File: src/rtl/cri_pkg.sv
package cri_pkg;
  // Saturating sum of two unsigned values capped at lim.
  function automatic int unsigned sat_add(int unsigned a, int unsigned b, int unsigned lim);
    int unsigned s;
    s = a + b;
    return (s > lim) ? lim : s;
  endfunction

  // Wait cycles that follow a pop for a given pace setting.
  function automatic int unsigned gap_load(int unsigned p);
    return (p > 1) ? p - 1 : 0;
  endfunction
endpackage

File: src/rtl/cri_fifo.sv
module cri_fifo #(
  parameter int DW    = 3,
  parameter int DEPTH = 8
) (
  input  logic                           clk,
  input  logic                           rst_n,
  input  logic                           push_req,
  input  logic [DW-1:0]                  push_data,
  input  logic                           pop_fire,
  output logic [DW-1:0]                  head,
  output logic [$clog2(DEPTH+1)-1:0]     count,
  output logic                           full,
  output logic                           empty,
  output logic                           ovf_q
);
  localparam int PW = (DEPTH > 1) ? $clog2(DEPTH) : 1;
  localparam int CW = $clog2(DEPTH+1);

  logic [DW-1:0] mem [DEPTH];
  logic [PW-1:0] wr_ptr, rd_ptr;
  logic          push_ok;

  assign full    = (count == CW'(DEPTH));
  assign empty   = (count == '0);
  assign push_ok = push_req && !full;
  assign head    = mem[rd_ptr];

  function automatic logic [PW-1:0] nxt(input logic [PW-1:0] p);
    return (p == PW'(DEPTH-1)) ? '0 : p + 1'b1;
  endfunction

  always_ff @(posedge clk) begin
    if (!rst_n) begin
      wr_ptr <= '0;
      rd_ptr <= '0;
      count  <= '0;
      ovf_q  <= 1'b0;
    end else begin
      ovf_q <= push_req && full;
      if (push_ok) wr_ptr <= nxt(wr_ptr);
      if (pop_fire) rd_ptr <= nxt(rd_ptr);
      case ({push_ok, pop_fire})
        2'b10:   count <= count + 1'b1;
        2'b01:   count <= count - 1'b1;
        default: count <= count;
      endcase
    end
  end

  always_ff @(posedge clk) begin
    if (push_ok) mem[wr_ptr] <= push_data;
  end

  p_ovf_pulse_r3: assert property (@(posedge clk) disable iff (!rst_n)
    (push_req && full) |=> ovf_q);
  p_full_hold_r3: assert property (@(posedge clk) disable iff (!rst_n)
    (full && !pop_fire) |=> full);
  p_idle_stable_r4: assert property (@(posedge clk) disable iff (!rst_n)
    (!push_req && !pop_fire) |=> $stable(count));
  p_no_pop_empty_r4: assert property (@(posedge clk) disable iff (!rst_n)
    empty |-> !pop_fire);
endmodule

File: src/rtl/cri_pacer.sv
module cri_pacer #(
  parameter int PACEW = 8
) (
  input  logic             clk,
  input  logic             rst_n,
  input  logic [PACEW-1:0] pace,
  input  logic             pop_fire,
  output logic             pace_ok
);
  import cri_pkg::*;
  logic [PACEW-1:0] gap;

  assign pace_ok = (gap == '0);

  always_ff @(posedge clk) begin
    if (!rst_n) gap <= '0;
    else if (pop_fire) gap <= PACEW'(gap_load(32'(pace)));
    else if (gap != '0) gap <= gap - 1'b1;
  end

  p_gap_after_pop_r5: assert property (@(posedge clk) disable iff (!rst_n)
    (pop_fire && pace > PACEW'(1)) |=> !pace_ok);
  p_open_fast_r5: assert property (@(posedge clk) disable iff (!rst_n)
    (pop_fire && pace <= PACEW'(1)) |=> pace_ok);
endmodule

File: src/rtl/cri_sic_bank.sv
module cri_sic_bank #(
  parameter int IDW  = 3,
  parameter int ADJW = 6,
  parameter int ACCW = 12
) (
  input  logic            clk,
  input  logic            rst_n,
  input  logic            add_valid,
  input  logic [IDW-1:0]  add_chan,
  input  logic [ADJW-1:0] add_amt,
  input  logic            rc_valid,
  input  logic [IDW-1:0]  rc_chan,
  output logic [ACCW-1:0] rc_value
);
  import cri_pkg::*;
  localparam int NCH = 1 << IDW;
  localparam int unsigned ACC_MAX = (1 << ACCW) - 1;

  logic [ACCW-1:0] acc_q [NCH];
  logic [NCH-1:0]  add_hit, clr_hit;

  assign rc_value = acc_q[rc_chan];

  for (genvar c = 0; c < NCH; c++) begin : g_ch
    logic [ACCW-1:0] base;
    assign add_hit[c] = add_valid && (add_chan == IDW'(c)) && (add_amt != '0);
    assign clr_hit[c] = rc_valid && (rc_chan == IDW'(c));
    assign base       = clr_hit[c] ? '0 : acc_q[c];

    always_ff @(posedge clk) begin
      if (!rst_n) acc_q[c] <= '0;
      else if (add_hit[c]) acc_q[c] <= ACCW'(sat_add(32'(base), 32'(add_amt), ACC_MAX));
      else acc_q[c] <= base;
    end

    p_untouched_r7: assert property (@(posedge clk) disable iff (!rst_n)
      (!add_hit[c] && !clr_hit[c]) |=> $stable(acc_q[c]));
    p_monotone_r8: assert property (@(posedge clk) disable iff (!rst_n)
      (add_hit[c] && !clr_hit[c]) |=> acc_q[c] >= $past(acc_q[c]));
    p_clear_first_r9: assert property (@(posedge clk) disable iff (!rst_n)
      (add_hit[c] && clr_hit[c]) |=> acc_q[c] == ACCW'($past(add_amt)));
    p_clear_r10: assert property (@(posedge clk) disable iff (!rst_n)
      (clr_hit[c] && !add_hit[c]) |=> acc_q[c] == '0);
  end
endmodule

File: src/rtl/chreq_intake.sv
module chreq_intake #(
  parameter int IDW    = 3,
  parameter int ADJW   = 6,
  parameter int ACCW   = 12,
  parameter int DEPTH  = 8,
  parameter int THRESH = 4,
  parameter int PACEW  = 8
) (
  input  logic             clk,
  input  logic             rst_n,
  output logic             req_ready,
  input  logic             req_valid,
  input  logic [IDW-1:0]   req_chan,
  input  logic [ADJW-1:0]  req_adj,
  output logic             pop_valid,
  input  logic             pop_ready,
  output logic [IDW-1:0]   pop_chan,
  input  logic [PACEW-1:0] pace,
  input  logic             rc_valid,
  input  logic [IDW-1:0]   rc_chan,
  output logic [ACCW-1:0]  rc_value,
  output logic             ovf_err
);
  localparam int CW = $clog2(DEPTH+1);

  logic          live;
  logic [CW-1:0] q_count;
  logic          q_full, q_empty, pace_ok, pop_fire;

  always_ff @(posedge clk) begin
    if (!rst_n) live <= 1'b0;
    else live <= 1'b1;
  end

  assign pop_valid = !q_empty && pace_ok;
  assign pop_fire  = pop_valid && pop_ready;
  assign req_ready = live && (q_count <= CW'(THRESH));

  cri_fifo #(.DW(IDW), .DEPTH(DEPTH)) u_fifo (
    .clk(clk), .rst_n(rst_n), .push_req(req_valid), .push_data(req_chan),
    .pop_fire(pop_fire), .head(pop_chan), .count(q_count),
    .full(q_full), .empty(q_empty), .ovf_q(ovf_err)
  );

  cri_pacer #(.PACEW(PACEW)) u_pacer (
    .clk(clk), .rst_n(rst_n), .pace(pace), .pop_fire(pop_fire), .pace_ok(pace_ok)
  );

  cri_sic_bank #(.IDW(IDW), .ADJW(ADJW), .ACCW(ACCW)) u_sic (
    .clk(clk), .rst_n(rst_n), .add_valid(req_valid), .add_chan(req_chan),
    .add_amt(req_adj), .rc_valid(rc_valid), .rc_chan(rc_chan), .rc_value(rc_value)
  );

  p_ready_above_r2: assert property (@(posedge clk) disable iff (!rst_n)
    (q_count > CW'(THRESH)) |-> !req_ready);
  p_ready_after_reset_r1: assert property (@(posedge clk) disable iff (!rst_n)
    (live && q_count == '0) |-> req_ready);
  p_empty_no_valid_r1: assert property (@(posedge clk) disable iff (!rst_n)
    q_empty |-> !pop_valid);
endmodule

File: config.mk
export PLATFORM = sky130hd
export DESIGN_NAME = chreq_intake
export DESIGN_NICKNAME = d
export VERILOG_FILES = /design/src/rtl/cri_pkg.sv /design/src/rtl/cri_fifo.sv /design/src/rtl/cri_pacer.sv /design/src/rtl/cri_sic_bank.sv /design/src/rtl/chreq_intake.sv
export SDC_FILE = /design/constraint.sdc
export NUM_CORES = 1
export LEC_CHECK = 0
export BUFFER_PORTS_ARGS = -buffer_cell sky130_fd_sc_hd__buf_2
export CORE_MARGIN = 1.5
export CORE_UTILIZATION = 30
export DETAILED_ROUTE_END_ITERATION = 10
export PLACE_DENSITY = 0.45
export SETUP_SLACK_MARGIN = 0.3
export SLEW_MARGIN = 10
export SYNTH_ARGS = -nofsm -noshare
export SYNTH_HDL_FRONTEND = slang
export SYNTH_SLANG_ARGS = --single-unit
File: constraint.sdc
create_clock -name clk -period 5.2 [get_ports clk]
set_input_delay 0 -clock clk [delete_from_list [all_inputs] [get_ports clk]]
set_output_delay 0 -clock clk [all_outputs]
set_load 0.05 [all_outputs]
Yosys cells after proc, flatten, opt, wreduce, memory -nomap -nowiden
Memories as Yosys holds them, arrays and structs flattened. A register that Yosys moved wholly into a read port is not among the register bits.
Cells that the tools add are included.

storage, ports and cells
  register bits = 20
  memory bits (writable) = 120
  input bits = 25
  memories = 2

memory list
  name         words  bits a word  read ports  clocked after Yosys merged registers in  wr ports  RTL line            source
  u_sic.acc_q  8      12           9           0                                        8         cri_sic_bank.sv:19  logic [ACCW-1:0] acc_q [NCH];
  u_fifo.mem   8      3            1           1                                        1         cri_fifo.sv:19      logic [DW-1:0] mem [DEPTH];

cells by class
  add/sub/neg operators = 14
  order comparisons = 10
  eq/ne operators = 19
  multiplexer cells = 92
  bitwise gates (word level) = 16
  reduce and logical (&&, ||, !) cells = 39

operator list
  operator                number
  $mux W12                32
  $add A12 B6 Y13         8
  $gt A13 B12 Y1 const B  8
  $mux W1                 52
  $eq A3 B3 Y1 const B    10
  $logic_and A1 B1 Y1     29
  $mux W8                 3
  $or A1 B1 Y1            16
  $sub A8 B1 Y8 const B   2
  $eq A3 B2 Y1 const B    4
  $mux W3                 4
  $gt A8 B1 Y1 const B    1
  $logic_not A8 Y1        1
  $pmux W4 S2             1
  $reduce_bool A8 Y1      1
  $add A3 B1 Y3 const B   2
  $eq A3 B1 Y1 const B    2
  $logic_not A3 Y1        2
  $reduce_bool A6 Y1      1
  $add A4 B1 Y4 const B   1
  $eq A4 B4 Y1 const B    1
  $le A4 B3 Y1 const B    1
  $logic_not A4 Y1        1
  $reduce_bool A2 Y1      2
  4 further kinds         5

Longest topological paths before layout
Gate-level depths: netlist (run 1).

  depth after elaboration = 8
  gate-level depth with buffers = 13
  depth with buffers taken out = 12

Modules after synthesis
A second synthesis (run 1) with hierarchy kept.

second synthesis, totals
  cells, all modules = 1030
  area, all modules = 10493.8 um^2

by module, submodules not included
  module        instances  cells each  area each (um^2)  sequential area each (um^2)
  cri_sic_bank  1          845         8195.4            2882.8
  cri_fifo      1          110         1634.1            1001.0
  cri_pacer     1          70          610.6             160.2
  chreq_intake  1          5           53.8              20.0

Worst setup path before layout (run 1)
Ideal clock, no wire load.

  kind = input port to flip-flop
  from = input rc_chan[1]
  to = memory u_sic.acc_q[5][10], data pin
  library setup time = 0.255 ns
  arrival time = 2.615 ns
  required time = 4.945 ns
  setup slack = 2.330 ns
  stages = 12
  cells stage by stage = clkbuf_1 nand4b_1 clkbuf_1 and2_1 ha_1 inv_1 fa_1 nor2b_1 o31a_1 o211ai_1 or4_1 and3_1

RTL lines
  what             RTL line            source
  start, declared  chreq_intake.sv:20  input logic [IDW-1:0] rc_chan,
  end, declared    cri_sic_bank.sv:19

==> reports/summary.txt, run 1 <==
Status -> finished clean
Initial antenna violation count -> 3
Slew Limit Fails -> 0
Seq/Total Area, Yosys -> 37.7%
DR iter-0 viols -> 574
Vias -> 9057
F_max -> 297 MHz
PwrDens -> 286 nW/um^2
Met1 GRT Util -> 25.4%
Clock power frac -> 34.8%
#FFs+latches synth -> 143
Post-synth cell types -> 84
Area Growth Syn to Fin -> 16.1%
Synth top area cells -> edfxtp_1 33%, ha_1 6.7%, mux4_2 6.3%, dfxtp_1 4.3%, o21ai_0 3.2%
Total iterations of the first detailed-routing run -> 4
Vias in the first global route -> 8673
Routed Antenna Nets -> 0
Die H -> 193 um
H-tree depth -> 4
# nets final -> 1315
YS warnings -> 0
Switching share of power -> 32.3%
Post-synth EDFFs -> 120
Final Setup Violations -> 0
Comb pwr share -> 25.0%
CTS resizes -> 0
Mapped Area -> 10800 um^2
Critical path fanouts, max -> 35
Num Clock Sinks -> 143
Ys flop type -> edfxtp_1
M2 GR Usage -> 28.6%
Initial Util -> 30.4%
Clk root buf -> clkbuf_16
Most common cell in the netlist -> edfxtp_1
Psw -> 1160 uW
Worst-margin pin slew -> 905 ps
CTS Buf Count -> 17
Area of the die -> 37100 um^2
VDD IR max -> 0.000234 V
Worst path top cell family by delay -> simple AND/OR/NAND/NOR gates
Hold path startpoint -> req_chan[0]
Worst setup EP type -> flip-flop
Post-route DRC -> 0
Final Skew -> 7.37 ps
Clock Latency Late Sink -> 450 ps
Via density per instance -> 5.34
Tot Pwr -> 3590 uW
Die width -> 193 um
Port buffer count -> 42
GR peak layer -> met2
Part of the cycle the worst path needs -> 64.8%
Maximum capacitance violations -> 0
Worst setup SP type -> input port
IO Pins -> 43
Fraction of registers with async set/reset -> 0%
Min Clock Period, post-route -> 3370 ps
Antenna fix cells -> 0
CP startpoint -> rc_chan[1]
Yosys top cell by area -> edfxtp_1
Reg clk slew, reported paths -> 70 ps
Post-DR wirelength/cell -> 19.3 um
Crit path required time -> 5410 ps
Final HPWL DP -> 23.8 mm
Syn Inst Count -> 1088
Drt total wl -> 32.7 mm
Seq pwr share -> 40.2%
Setup TNS Final -> 0 ps
Worst R2R Start -> u_pacer.gap[0]
CP Data Arrival Time -> 3580 ps
Layout cells sized above 1 -> 12.7%
Leak Pwr -> 0.00483 uW
GPL Wtd Cong -> 0.828
First-pass GRT wire length -> 51.2 mm
Total grt overflow -> 0
Critical path's slowest cell -> nand4bb_1
Final hold violation count -> 0
CP max stage delay -> 790 ps
Setup Buffers After CTS -> 0
Met3 usage -> 4.18%
Row Count -> 69
GRT Total Usage -> 18.5%
Yosys top cell area share -> 33.4%
Hold crit path type -> input port to flip-flop
CTS tree -> built
Relative slew margins -> 39.5%
CP bufs+invs -> 1
Pint -> 2430 uW
Fillers -> 3624
WS Path Type -> input port to flip-flop
Core Box Area -> 35500 um^2
Max Buffers Root-to-Sink -> 2
Commonest cells post-synth -> 120 x edfxtp_1, 83 x nand2_1, 81 x nor2_1
Largest net degree at the start of global routing -> 36
Syn avg cell area -> 9.91 um^2
CP cell instances -> buf_2 > nand4bb_1 > and2_1 > ha_1 > fa_1 > a211oi_1 > nor2_1 > o311ai_1 > o21ai_0 > and3_1
Unrepaired setup endpoints after global routing -> no
# hold bufs at CTS -> 6
==> metrics by stage <==
step | cells | instance area, um^2 | setup slack [ps] | hold slack [ps] | utilization, %
after CTS | 1697 | 12500 | 1860 | 6.37 | 35.3
after global placement | 1659 | 11900 | 1380 | 386 | 33.5
after global routing | 1697 | 12500 | 1480 | 14.0 | 35.3
after floorplan | 1183 | 11100 | 2330 | 27.7 | -
final | 1697 | 12500 | 1830 | 23.3 | 35.3
after detailed placement | 1659 | 11900 | 1370 | 384 | 33.5
==> worst paths after layout <==
check                            end  slack, ps  depth (start not counted)
setup / recovery  u_sic.acc_q[4][10]       1830                         10
setup reg to reg     u_fifo.count[3]       1940                         12
hold reg to reg       u_pacer.gap[6]        520                          1
hold / removal      u_fifo.mem[3][0]         20                          1
==> worst register-to-register path: cells and delay by family, from the launching register on <==
kind	cells	cell delay, ps
buf+inv	2	350
simple gates	3	1290
xor+xnor	1	100
compound gates	3	480
flops	1	330
fa+ha+maj	3	650
==> placed cells by master, fill, tap and decap left out, types with 8 or more instances in the layout <==
cell       Yosys  final
or4_1         10     10
clkbuf_16      0     20
o21ai_0       70     70
nor3_1        43     43
dfxtp_1       23     23
inv_1         39     39
nand2_1       83     83
fa_1           9      9
o21a_1        19     19
or3_1         11     11
nor2b_1        8      8
buf_4          1     12
mux2_2        16     16
a21oi_1       58     58
nor4_1        12     11
mux4_2        30     30
a211o_1       10     10
or2_2          8      8
edfxtp_1     120    120
buf_2          8     42
xor2_1        11     11
and2_1        49     49
nand3_1       16     16
xnor2_1       19     19
o31a_1        11     11
a31oi_1       11     11
conb_1         1     96
nand4_1       11     11
and3_1        26     26
a211oi_1      34     34
nor2_1        81     81
a21o_1        15     15
ha_1          58     58
==> layer usage <==
layer / vias up / part of all wire, %
met3: 38 / 4.5
met1: 4389 / 48
li1: 4448 / -
met5: - / 0.11
met2: 176 / 45
met4: 6 / 2.1
==> power groups by stage <==
stage	logic [uW]	registers, uW	clock network, uW
global placement	892	1470	0
floorplan	703	1410	0
finish	896	1440	1250
CTS	901	1440	1290
global route	1010	1460	1330
detailed placement	893	1470	0
==> flip-flops by register name, summed over array words and instances (netlist names), named ones only <==
| signal | flops |
|---|---|
| u_fifo.count | 4 |
| u_fifo.rd_ptr | 3 |
| u_fifo.mem | 24 |
| u_pacer.gap | 8 |
| u_sic.acc_q | 96 |
| u_fifo.wr_ptr | 3 |
| live | 1 |
| u_fifo.ovf_q | 1 |
==> cell type report <==
cell class / instances / area (um^2) / area share, %
Clock inverter: 10 / 68.8 / 0.550
Inverter: 40 / 150 / 1.20
Clock buffer: 22 / 522 / 4.17
Sequential cell: 143 / 4060 / 32.5
Timing Repair Buffer: 60 / 360 / 2.88
Tap cell: 461 / 577 / 4.61
Multi-Input combinational cell: 961 / 6780 / 54.2
==> logic make-up after synthesis <==
logic type	count (synthesis)	share of synthesized area, %
muxes	48	8.12
xor gates and xnor gates	30	2.44
DFF	143	37.7
buffers and inverters	79	2.88
adders and majority gates	67	8.40
AOI/OAI and AO/OA	319	20.5
other	1	0.0348
and+or+nand+nor	401	20.0
(Power assumes the default switching activity.)
==> inputs of run 2 (changes only) <==
Settings changed: ABC_AREA from default to 1, PLACE_DENSITY 0.45 to 0.46.
Clock period 5.2 ns to 2.9 ns, I/O delays scaled along.
==> run 2 against run 1 <==
Compared with the run above:
- design area rose by 6.2%
- first-iteration DRC count up 4.2%
- highest routed layer is now met4
- sequential share of layout area fell by 1.9 points
- utilization rose by 1.1 points
- clock skew up 4.6 ps
- critical path depth increased by 2
- largest power group unchanged
- die area rose by 2.9%
- via count rose by 16%
- largest cell class unchanged
- register-to-register slack worse by 1500 ps
- hold slack improved by 52 ps
==> reports/summary.txt, run 2 <==
Via density per instance -> 4.69
Clock Latency Late Sink -> 450 ps
Seq/Total Area, Yosys -> 36.6%
GRT Total Usage -> 18.9%
Top reg by flops -> u_sic.acc_q
Slew Limit Fails -> 0
Critical path fanouts, max -> 4
Fraction of registers with async set/reset -> 0%
Initial antenna violation count -> 1
Most common cell in the netlist -> nand2_1
Top layer reached by signal wires -> met4
F_max -> 404 MHz
First-pass GRT wire length -> 55.4 mm
Status -> finished clean
VDD IR max -> 0.000386 V
Vias in the first global route -> 10.1k
Routed Antenna Nets -> 0
Final HPWL DP -> 26.9 mm
Ys flop type -> edfxtp_1
Drt total wl -> 34.7 mm
Syn avg cell area -> 7.06 um^2
Crit path required time -> 3090 ps
Wire length on met2 -> 15.5 mm
Maximum capacitance violations -> 0
Mapped Area -> 11100 um^2
Area of all placed cells without fillers -> 13300 um^2
Part of the cycle the worst path needs -> 85.3%
Core Box Area -> 36500 um^2
Commonest non-fill, non-tap cell in the layout -> nand2_1
Area Growth Syn to Fin -> 19.9%
Layout cells sized above 1 -> 9.51%
Leak Pwr -> 0.00653 uW
YS warnings -> 0
Vias -> 10.5k
Total iterations of the first detailed-routing run -> 5
Num Clock Sinks -> 143
Initial Util -> 30.4%
DR iter-0 viols -> 598
Row Count -> 70
Met3 wire len -> 1.28 mm
Setup TNS Final -> 0 ps
Post-synth cell types -> 44
Total grt overflow -> 0
Placed Area -> 12400 um^2
Biggest regs -> u_sic.acc_q (96), u_fifo.mem (24), u_pacer.gap (8)
Post-synth EDFFs -> 120
Synth top area cells -> edfxtp_1 32%, nand2_1 17%, inv_1 7.6%, ha_1 6.5%, nor2_1 6.0%
Tot Pwr -> 6870 uW
Reg clk slew, reported paths -> 70 ps
Commonest cells after routing, fill and taps aside -> 498 x nand2_1, 222 x inv_1, 174 x nor2_1
Die width -> 195 um
Final hold violation count -> 0
Relative slew margins -> 61.4%
PwrDens -> 516 nW/um^2
Max reg flops -> 96
Worst setup EP type -> flip-flop
Antenna fix cells -> 0
Hold crit path type -> input port to flip-flop
Post-route DRC -> 0
Worst-margin pin slew -> 577 ps
Register Area -> 4070 um^2
Min Clock Period, post-route -> 2470 ps
Unrepaired setup endpoints after global routing -> yes
Commonest cells post-synth -> 501 x nand2_1, 224 x inv_1, 176 x nor2_1
Placed insts -> 2183
Fillers -> 3921
H-tree depth -> 4
Final Skew -> 11.9 ps
Post-DR wirelength/cell -> 15.5 um
Largest net degree at the start of global routing -> 26
WL met1 -> 17.2 mm
Syn Inst Count -> 1573
CP Data Arrival Time -> 2670 ps
CTS tree -> built
GPL Wtd Cong -> 0.859
Final cell count without fillers -> 2234
Area of the die -> 38200 um^2
Multi-input gate area -> 6490 um^2
Die H -> 195 um
Yosys top cell by area -> edfxtp_1
Clk root buf -> clkbuf_16
CTS Buf Count -> 17
IO Pins -> 43
Worst setup SP type -> flip-flop
Final Setup Violations -> 0
Yosys top cell area share -> 32.5%
# nets final -> 1845
Hold WS -> 75.0 ps
WS Path Type -> flip-flop to flip-flop
Port buffer count -> 42
Max Buffers Root-to-Sink -> 2
#FFs+latches synth -> 143
==> run 2: cell types whose count changed after synthesis, sizes merged, moves of 26 or more <==
cell    previous run  this run
nor3              44        14
mux4              30         0
nor2              81       188
nand2             83       508
a211oi            37         1
inv               39       232
and3              26         0
and2              49         0
nand3             17        76
==> run 2: critical path, cell delays in order (launching register included) <==
cell,delay (ps)
edfxtp_1,390
inv_1,50
nor2_1,140
ha_1,240
inv_1,70
fa_1,410
inv_1,90
nand4_1,90
o211ai_1,220
buf_4,210
nand3_1,80
o211ai_1,170
nand2_1,70
==> run 2: where the power goes <==
part,internal (uW),switching (uW),leakage [uW]
Combinational,690,1250,0.00483
Sequential,2420,143,0.00139
Clock,1390,977,0.000303
Total,4500,2370,0.00653
==> run 2: cells by family after synthesis <==
| group | synth area share [%] |
|---|---|
| other | 0.0338 |
| XOR/XNOR | 4.26 |
| buffers and inverters | 9.04 |
| adder cells (fa/ha/maj) | 8.16 |
| AO/OA/AOI/OAI | 11.3 |
| AND/OR/NAND/NOR | 30.6 |
| flip-flops | 36.6 |
==> run 2: area by class of cell <==
cell class,count,share of cell area (%)
clock buffer,22,3.98
multi-input combinational,1259,48.8
tap,468,4.40
clock inverter,10,0.715
timing repair buffer,97,4.94
sequential,143,30.6
inverter,235,6.63
==> run 2: timing repair <==
| item | CTS | global route |
|---|---|---|
| endpoints found under the hold margin | 33 | 0 |
| pin swaps | 0 | 8 |
| buffers inserted | 0 | 7 |
| gates resized for setup | 2 | 24 |
| hold buffers | 12 | 0 |
| setup endpoints to repair | 5 | 27 |
==> run 2: per-layer routing <==
| layer | GRT usage, % | vias to the layer above |
|---|---|---|
| li1 | - | 5409 |
| met1 | 26.1 | 4844 |
| met2 | 30.1 | 193 |
| met3 | 3.23 | 32 |
| met4 | 5.63 | 0 |
| met5 | 0 | - |
==> run 2: final timing paths <==
| kind | start | endpoint | slack [ps] | depth (start not counted) |
|---|---|---|---|---|
| setup / recovery | u_sic.acc_q[0][0] | u_sic.acc_q[0][8] | 430 | 12 |
| hold / removal | pace[1] | u_pacer.gap[3] | 70 | 6 |
| setup reg to reg | u_sic.acc_q[0][0] | u_sic.acc_q[0][8] | 430 | 12 |
| hold reg to reg | u_fifo.rd_ptr[1] | flip-flop | 490 | 2 |
==> run 2: through the flow <==
step / utilization (%) / setup slack (ps)
final: 36.4 / 427
after global placement: 34.0 / 223
after floorplan: - / 400
after detailed placement: 34.0 / 224
after global routing: 36.4 / 219
after CTS: 36.0 / 310
==> inputs of run 3 (changes only) <==
Settings changed: PLACE_DENSITY 0.46 to 0.45, SYNTH_HIERARCHICAL from default to 1.
Clock period 2.9 ns to 2.7 ns, I/O delays scaled along.
==> run 3 against run 2 <==
Compared with the run above:
- hold slack worse by 13 ps
- sequential power up 12%
- non-clock buffer count shrank 1
- clock power about the same
- critical path depth rose by 1
- synthesized cell count up 6.7%
- utilization decreased by 0.34 points
- largest power group unchanged
==> reports/summary.txt, run 3 <==
Hold path startpoint -> pace[4]
Drt total wl -> 37.2 mm
# nets final -> 1955
Min Clock Period, post-route -> 2330 ps
Commonest cells after routing, fill and taps aside -> 540 x nand2_1, 232 x inv_1, 180 x nor2_1
Max reg flops -> 96
Setup TNS Final -> 0 ps
Max Buffers Root-to-Sink -> 2
Vias -> 11.1k
Final hold violation count -> 0
Maximum capacitance violations -> 0
Top reg by flops -> u_sic/acc_q
Critical path's slowest cell -> fa_1
Worst R2R Start -> u_sic/acc_q[7][0]
Num Clock Sinks -> 143
Final Setup Violations -> 0
Die H -> 201 um
Syn avg cell area -> 7.00 um^2
Largest net degree at the start of global routing -> 40
Area Growth Syn to Fin -> 18.8%
PwrDens -> 562 nW/um^2
CP Data Arrival Time -> 2520 ps
Final HPWL DP -> 28.7 mm
Port buffer count -> 42
Hold depth -> 7
DR iter-0 viols -> 689
Post-DR wirelength/cell -> 15.5 um
CP max stage delay -> 410 ps
Area of the die -> 40300 um^2
Part of the cycle the worst path needs -> 86.4%
F_max -> 429 MHz
Post-layout util -> 36.1%
Initial Util -> 30.4%
Mapped Area -> 11700 um^2
WS Path Type -> flip-flop to flip-flop
Fillers -> 4147
Commonest non-fill, non-tap cell in the layout -> nand2_1
Met1 GRT Util -> 26.3%
Syn Inst Count -> 1678
Die width -> 201 um
Reg2reg path depth -> 13
Critical Path Most Common Cell -> inv_1
Met3 usage -> 2.79%
Core Box Area -> 38600 um^2
Via density per instance -> 4.63
Worst setup SP type -> flip-flop
Reg clk slew, reported paths -> 80 ps
IO Pins -> 43
Hold crit path type -> input port to flip-flop
Status -> finished clean
Total iterations of the first detailed-routing run -> 5
Clock Latency Late Sink -> 450 ps
CTS tree -> built
Reg-to-Reg End -> u_sic/acc_q[7][10]
Worst setup EP type -> flip-flop
GPL Wtd Cong -> 0.854
VDD IR max -> 0.000448 V
Biggest regs -> u_sic/acc_q (96), u_fifo/mem (24), u_pacer/gap (8)
M2 GR Usage -> 30.3%
Routed Antenna Nets -> 0
GR peak layer -> met2
Layout cells sized above 1 -> 11.4%
Clk root buf -> clkbuf_16
Crit path required time -> 2880 ps
CP cell instances -> inv_1 > nor2_1 > ha_1 > inv_1 > fa_1 > inv_1 > nand2_1 > o211ai_1 > buf_4 > buf_4 > nand4_1 > nand3_1 > o21ai_0
Antenna fix cells -> 0
Row Count -> 72
Unrepaired setup endpoints after global routing -> yes
Worst-margin pin slew -> 759 ps
YS warnings -> 6
Critical path fanouts, max -> 5
First-pass GRT wire length -> 58.8 mm
Relative slew margins -> 49.4%
GRT Total Usage -> 18.9%
Vias in the first global route -> 10.6k
H-tree depth -> 4
Post-route DRC -> 0
Initial antenna violation count -> 0
Setup slack, reg-to-reg -> 370 ps
Final Skew -> 18.6 ps
Hold Path Sink -> u_pacer/gap[4]
Slew Limit Fails -> 0
CTS Buf Count -> 17
Leak Pwr -> 0.00703 uW
Total grt overflow -> 0
-- run 3: how the worst max path moves through the flow --
stage                                  from            endpoint  slack [ps]  depth (start not counted)
after floorplan              u_pacer/gap[0]     u_fifo/count[2]         370                         15
after global placement           rc_chan[1]   u_sic/acc_q[3][4]         180                         15
after detailed placement         rc_chan[1]   u_sic/acc_q[3][5]         160                         14
after CTS                    u_pacer/gap[0]     u_fifo/count[2]         310                         15
after global routing      u_sic/acc_q[7][0]  u_sic/acc_q[7][10]         230                         13
final                     u_sic/acc_q[7][0]  u_sic/acc_q[7][10]         370                         13
-- run 3: power breakdown --
part	switching, uW	internal [uW]
combinational	1740	907
clock	1110	1220
sequential	220	2650
-- run 3: final cells by class --
type	instances	area (um^2)	area share [%]
multi-input combinational	1347	7040	50.4
timing repair buffer	96	658	4.72
tap	518	648	4.65
clock inverter	15	141	1.01
inverter	259	975	6.99
clock buffer	17	425	3.05
sequential	143	4060	29.1
-- run 3: worst max-delay path: cells and delay by family (launching register included) --
family	cells	cell delay, ps
AOI/OAI and AO/OA	2	180
and+or+nand+nor	4	370
DFF	1	360
buffers and inverters	5	540
adders and majority gates	2	610
-- run 3: metal layers --
metal	wire length [um]	vias up
met1	18300	5146
met3	1290	36
met2	16800	180
li1	-	5738
met4	801	0
met5	0	-
-- run 3: per-stage QoR --
stage | hold WS [ps] | cells | setup slack (ps) | total power (uW) | cell area (um^2)
floorplan | 27.7 | 1773 | 374 | 4790 | 12100
global placement | 296 | 2343 | 185 | 5450 | 13100
detailed placement | 298 | 2343 | 164 | 5460 | 13100
CTS | 21.2 | 2387 | 305 | 7870 | 13800
global route | 93.1 | 2395 | 229 | 8390 | 13900
finish | 61.8 | 2395 | 367 | 7840 | 13900
-- run 3: repair_timing --
item / 4_1_cts / 5_1_grt
hold buffers: 12 / 0
gates cloned: 0 / 1
hold endpoints to repair: 33 / 0
pin swaps: 0 / 3
setup buffers: 0 / 7
gates resized for setup: 2 / 16
endpoints found under the setup margin: 9 / 68
